[src/rtl/sdcp_pkg.sv]
package sdcp_pkg;
    localparam int DATA_W  = 10;
    localparam int ADDR_W  = 1;
    localparam int MARK_W  = 1;
    localparam int FRAME_W = MARK_W + ADDR_W + DATA_W;
    localparam int NUM_REGS = 1 << ADDR_W;

    typedef logic [DATA_W-1:0] data_t;
    typedef logic [ADDR_W-1:0] addr_t;

    typedef struct packed {
        logic [MARK_W-1:0] mark;
        addr_t             addr;
        data_t             data;
    } frame_t;

    typedef enum logic [ADDR_W-1:0] {
        SEL_GAIN = ADDR_W'(0),
        SEL_AUX  = ADDR_W'(1)
    } sel_e;

    function automatic frame_t push_bit(frame_t cur, logic b);
        logic [FRAME_W-1:0] flat;
        flat = cur;
        return frame_t'({flat[FRAME_W-2:0], b});
    endfunction
endpackage

[src/rtl/sdcp_edge_sync.sv]
module sdcp_edge_sync #(
    parameter int STAGES = 2
) (
    input  logic clk,
    input  logic rst_n,
    input  logic din,
    output logic level,
    output logic rise
);
    logic [STAGES:0] chain;

    always_ff @(posedge clk or negedge rst_n) begin
        if (!rst_n) chain <= '0;
        else        chain <= {chain[STAGES-1:0], din};
    end

    assign level = chain[STAGES-1];
    assign rise  = chain[STAGES-1] & ~chain[STAGES];
endmodule

[src/rtl/sdcp_shifter.sv]
module sdcp_shifter
    import sdcp_pkg::*;
(
    input  logic   clk,
    input  logic   rst_n,
    input  logic   shift_en,
    input  logic   bit_in,
    output frame_t frame_o
);
    always_ff @(posedge clk or negedge rst_n) begin
        if (!rst_n)        frame_o <= '0;
        else if (shift_en) frame_o <= push_bit(frame_o, bit_in);
    end
endmodule

[src/rtl/sdcp_reg_bank.sv]
module sdcp_reg_bank
    import sdcp_pkg::*;
(
    input  logic                       clk,
    input  logic                       rst_n,
    input  logic                       wr_en,
    input  frame_t                     frame_i,
    output logic [NUM_REGS-1:0][DATA_W-1:0] regs_o,
    output logic                       pulse_o,
    output addr_t                      idx_o
);
    for (genvar i = 0; i < NUM_REGS; i++) begin : g_reg
        always_ff @(posedge clk or negedge rst_n) begin
            if (!rst_n)
                regs_o[i] <= '0;
            else if (wr_en && (frame_i.addr == ADDR_W'(i)))
                regs_o[i] <= frame_i.data;
        end
    end

    always_ff @(posedge clk or negedge rst_n) begin
        if (!rst_n) begin
            pulse_o <= 1'b0;
            idx_o   <= '0;
        end else begin
            pulse_o <= wr_en;
            if (wr_en) idx_o <= frame_i.addr;
        end
    end
endmodule

[src/rtl/serdac_ctrl_port.sv]
module serdac_ctrl_port
    import sdcp_pkg::*;
#(
    parameter int SYNC_STAGES = 2
) (
    input  logic              clk,
    input  logic              rst_n,
    input  logic              sdata,
    input  logic              sclk,
    input  logic              wstrb,
    output logic [DATA_W-1:0] gain_val,
    output logic [DATA_W-1:0] aux_val,
    output logic              upd_pulse,
    output logic [ADDR_W-1:0] upd_idx
);
    logic   sd_lvl, sd_rise_unused;
    logic   sc_lvl_unused, sc_rise;
    logic   wr_lvl_unused, wr_rise;
    frame_t frame;
    logic [NUM_REGS-1:0][DATA_W-1:0] regs;

    sdcp_edge_sync #(.STAGES(SYNC_STAGES)) u_sync_sd (
        .clk(clk), .rst_n(rst_n), .din(sdata),
        .level(sd_lvl), .rise(sd_rise_unused));

    sdcp_edge_sync #(.STAGES(SYNC_STAGES)) u_sync_sc (
        .clk(clk), .rst_n(rst_n), .din(sclk),
        .level(sc_lvl_unused), .rise(sc_rise));

    sdcp_edge_sync #(.STAGES(SYNC_STAGES)) u_sync_wr (
        .clk(clk), .rst_n(rst_n), .din(wstrb),
        .level(wr_lvl_unused), .rise(wr_rise));

    sdcp_shifter u_shift (
        .clk(clk), .rst_n(rst_n), .shift_en(sc_rise),
        .bit_in(sd_lvl), .frame_o(frame));

    sdcp_reg_bank u_bank (
        .clk(clk), .rst_n(rst_n), .wr_en(wr_rise), .frame_i(frame),
        .regs_o(regs), .pulse_o(upd_pulse), .idx_o(upd_idx));

    assign gain_val = regs[SEL_GAIN];
    assign aux_val  = regs[SEL_AUX];
endmodule

[config.mk]
export PLATFORM = sky130hd
export DESIGN_NAME = serdac_ctrl_port
export DESIGN_NICKNAME = d
export VERILOG_FILES = /design/src/rtl/sdcp_pkg.sv /design/src/rtl/sdcp_edge_sync.sv /design/src/rtl/sdcp_shifter.sv /design/src/rtl/sdcp_reg_bank.sv /design/src/rtl/serdac_ctrl_port.sv
export SDC_FILE = /design/constraint.sdc
export NUM_CORES = 1
export LEC_CHECK = 0
export CORE_ASPECT_RATIO = 0.75
export CORE_MARGIN = 2
export CORE_UTILIZATION = 40
export DETAILED_ROUTE_END_ITERATION = 8
export PLACE_DENSITY = 0.71
export SLEW_MARGIN = 15
export SYNTH_ARGS = -nofsm -noshare
export SYNTH_HDL_FRONTEND = slang
export SYNTH_HIERARCHICAL = 1
export SYNTH_SLANG_ARGS = --single-unit
[constraint.sdc]
create_clock -name clk -period 1.65 [get_ports clk]
set_input_delay 0.495 -clock clk [delete_from_list [all_inputs] [get_ports clk]]
set_output_delay 0.495 -clock clk [all_outputs]
set_load 0.03 [all_outputs]
# Word level (Yosys, flattened, before mapping)
# Cells that the tools add are included.
[totals]
ff_bits = 41
input_bits = 5
output_inout_bits = 22
word_cells = 16
[op_classes]
bitwise_logic = 5
n_reduce_logical = 2
[op_table]
columns = ["cell", "n"]
rows = [
  ["NOT 1 bit", 3],
  ["bitwise AND 1 bit", 2],
  ["logical AND 1 bit", 2],
]

# Depth between registers and ports, before layout
[logic_depth]
word_depth = 3
depth_mapped = 4
depth_no_buf = 3

# Modules after synthesis
# Netlist, hierarchy kept.
[by_module_without_submodules]
columns = ["mod", "n_inst", "cells_each", "area_each_um2", "seq_area_each_um2"]
rows = [
  ["sdcp_reg_bank", 1, 48, 860.8, 550.5],
  ["sdcp_shifter", 1, 25, 484.2, 300.3],
  ["sdcp_edge_sync", 3, 4, 88.8, 75.1],
]

# Worst setup path after synthesis
# OpenSTA, ideal clock, no wires.
[synth_timing]
kind = "reg-to-reg"
startpoint = "register u_sync_wr.chain[2]"
endpoint = "register u_bank/regs_o[0] in the netlist's numbering"
setup_time_ns = 0.125
t_arrival_ns = 1.102
setup_slack_ns = 0.423
path_stages_with_launch = 5
n_path_buf = 1
period_less_slack_ns = 1.227
cell_sequence = "dfrtp_1 -> nor2b_4 -> nor2b_4 -> buf_6 -> mux2_2"
[synth_via]
elab_chain_len = 3
[synth_rtl]
columns = ["element", "line", "text"]
rows = [
  ["start: declaration", "sdcp_edge_sync.sv:10", "logic [STAGES:0] chain;"],
  ["start signal: assignment", "sdcp_edge_sync.sv:14", "else chain <= {chain[STAGES-1:0], din};"],
  ["NOT 1 bit", "sdcp_edge_sync.sv:18", "assign rise = chain[STAGES-1] & ~chain[STAGES];"],
  ["bitwise AND 1 bit", "sdcp_edge_sync.sv:18", ""],
  ["via wr_rise", "serdac_ctrl_port.sv:18", "logic wr_lvl_unused, wr_rise;"],
  ["logical AND 1 bit", "sdcp_reg_bank.sv:16", "else if (wr_en && (frame_i.addr == ADDR_W'(i)))"],
  ["end signal: indexed assignment", "sdcp_reg_bank.sv:17", "regs_o[i] <= frame_i.data;"],
  ["end: declaration", "sdcp_reg_bank.sv:8", "output logic [NUM_REGS-1:0][DATA_W-1:0] regs_o,"],
]
# The timed path passes the listed nets, and every way through them passes these cells.
# A chain may end at the register's enable or synchronous reset.

# Worst setup path after layout
[layout_timing]
startpoint = "register u_bank/regs_o[11] in the netlist's numbering"
endpoint = "output aux_val[1]"
[layout_rtl]
columns = ["element", "line", "text"]
rows = [
  ["end: declaration", "serdac_ctrl_port.sv:12", "output logic [DATA_W-1:0] aux_val,"],
]
# No word-level cell between the ends.

==> impl_metrics.toml <==
[status]
outcome = "finished, final reports clean"

[routing]
met1_length_mm = 1.16
initialDrtViolationCount = 33
wl_mm = 2.33
routed-wl-met3_um = 109
drc = 0
ant_nets = 0
via_count = 726
viasPerCell = 4.40
wire_per_inst_um = 14.1
routed-wl-met2_mm = 1.04
highest_layer = "met4"
firstDrtPassIters = 3

[setup_path]
critPathSlowestCell = "dlygate4sd2_1"
critical_path_class = "reg2out"
required_ns = 1.15
crit_path_cell_trace = "dlygate4sd2_1"
arrival_ns = 1.04
path_buf_inv = 1
worst-r2r-setup-slack_ns = 0.24
cpLargestDelayFamily = "buffers and inverters"
max_stage_delay_ns = 0.40
crit_path_end_kind = "output port"
start_kind = "flop"
critPathMaxFanout = 2

[floorplan]
die_x_um = 75.5
dieArea_sq_mm = 0.00435
num_rows = 19
ioPinCount = 27
design.core.area_sq_mm = 0.00366
start_util_pct = 41.9
die_h_um = 57.6

[global_route]
grt_util_all_layers_pct = 12.6
grt_antenna_before_repair = 0
overflow = 0
grt_pass1_vias = 796
grt_pass1_wl_mm = 3.96
grt_max_degree = 42

[power_and_ir_drop]
power_leakage_nw = 0.952
ir_drop_uv = 781
powerDensity_mw_per_mm2 = 1970
total_power_mw = 3.77

[clocking]
clock-sinks = 41
clkTransAtPathRegs_ns = 0.07
cts_htree_levels = 2
clockRootBuffer = "clkbuf_8"
cts_tree = "done"
clock_path_buffers = 2
clock_latency_ns = 0.28
cts_buffers = 5

[sta]
worst_slack_ns = 0.115
drv_slew = 0
fin_skew_ns = 0.00478
tightest_slew_ns = 0.494
whs_ns = 0.265
rsz0062_at_grt = "no"
setup_tns_ns = 0
slew_headroom_pct = 67.1
hold_viol_final = 0
period_share_pct = 93.1
max_freq_mhz = 651
fin_crit_ns = 1.54
setup_viol = 0

[run]
max_cap_viol_count = 0

[layout]
syn2layout_area_growth_pct = 25.0
fillers = 326
nets = 117
stdcell_count = 165
drive_gt1_share_pct = 38.9
num_antenna_cells = 0

[placement]
place.port_buffers = 26
pre_cts_slack_ns = 0.138
numPlacedInstances = 157
place_congestion = 0.679
dpl.hpwl_mm = 1.58

[logic_synthesis]
syn-instance-count = 81
yosys_warnings = 6
syn_nets = 86
synth_area_sq_mm = 0.00153
avgSynthCellArea_sq_um = 18.9

[worst_hold_path]
min_path_type = "in2async"
[sequential cells by signal, summed over array words and instances, names as in the netlist]
name	flops
u_bank/regs_o	20
u_sync_sc/chain	3
u_sync_wr/chain	3
u_bank/idx_o	1
u_sync_sd/chain	2
u_bank/pulse_o	1
u_shift/frame_o	11
[area by class of cell]
class	instances	area, sq um	area share [%]
inverter	1	3.75	0.196
sequential	41	1030	53.6
tap	52	65.1	3.40
timing repair buffer	27	235	12.3
multi-input combinational	36	469	24.5
clock buffer	7	86.3	4.51
clock inverter	1	30.0	1.57
[cells in the final DEF, fill, tap and decap left out]
cell type	n
inv_1	1
clkbuf_1	1
dlygate4sd2_1	22
bufinv_16	1
o21ai_0	1
dfrtp_1	41
clkbuf_8	6
mux2_4	18
nand2_2	1
buf_2	1
clkdlybuf4s50_1	3
nor2b_4	3
mux2_2	13
buf_4	1
[through the flow]
| step | cell area [sq um] | util (%) |
|---|---|---|
| detailed placement | 1830 | 49.9 |
| finish | 1920 | 52.3 |
| floorplan | 1530 | - |
| global route | 1920 | 52.3 |
| global placement | 1830 | 49.9 |
| CTS | 1920 | 52.3 |
[path summary, 6_finish.rpt]
kind,to,cells after the start,start
setup / recovery,aux_val[1],1,u_bank/regs_o[11]
hold / removal,u_bank/regs_o[14],2,rst_n
setup reg to reg,u_bank/regs_o[7],3,u_sync_wr/chain[2]
hold reg to reg,u_sync_wr/chain[1],0,u_sync_wr/chain[0]
max in group asynchronous,u_shift/frame_o[9],2,rst_n
min in group clk,u_sync_wr/chain[1],0,u_sync_wr/chain[0]
[report_power, final]
group	switching (mW)	total, mW	internal [mW]
Sequential	0.244	1.61	1.36
Combinational	0.725	1.36	0.637
Clock	0.307	0.799	0.493
[routing by layer]
layer,track usage (%),up-vias
li1,-,337
met1,17.3,365
met2,18.8,22
met3,4.17,2
met4,4.51,0
met5,0,-
[what timing repair did]
action                                  CTS  global route
endpoints found under the setup margin   22             0
hold buffers                              0             0
gates resized for setup                  22             0
setup buffers                             0             0
[worst register-to-register path, cell delays in order (launching register included)]
cell and delay, ns:
dfrtp_1 0.39, nor2b_4 0.15, nor2b_4 0.36, mux2_2 0.39
Power figures use the tool's default switching activity.
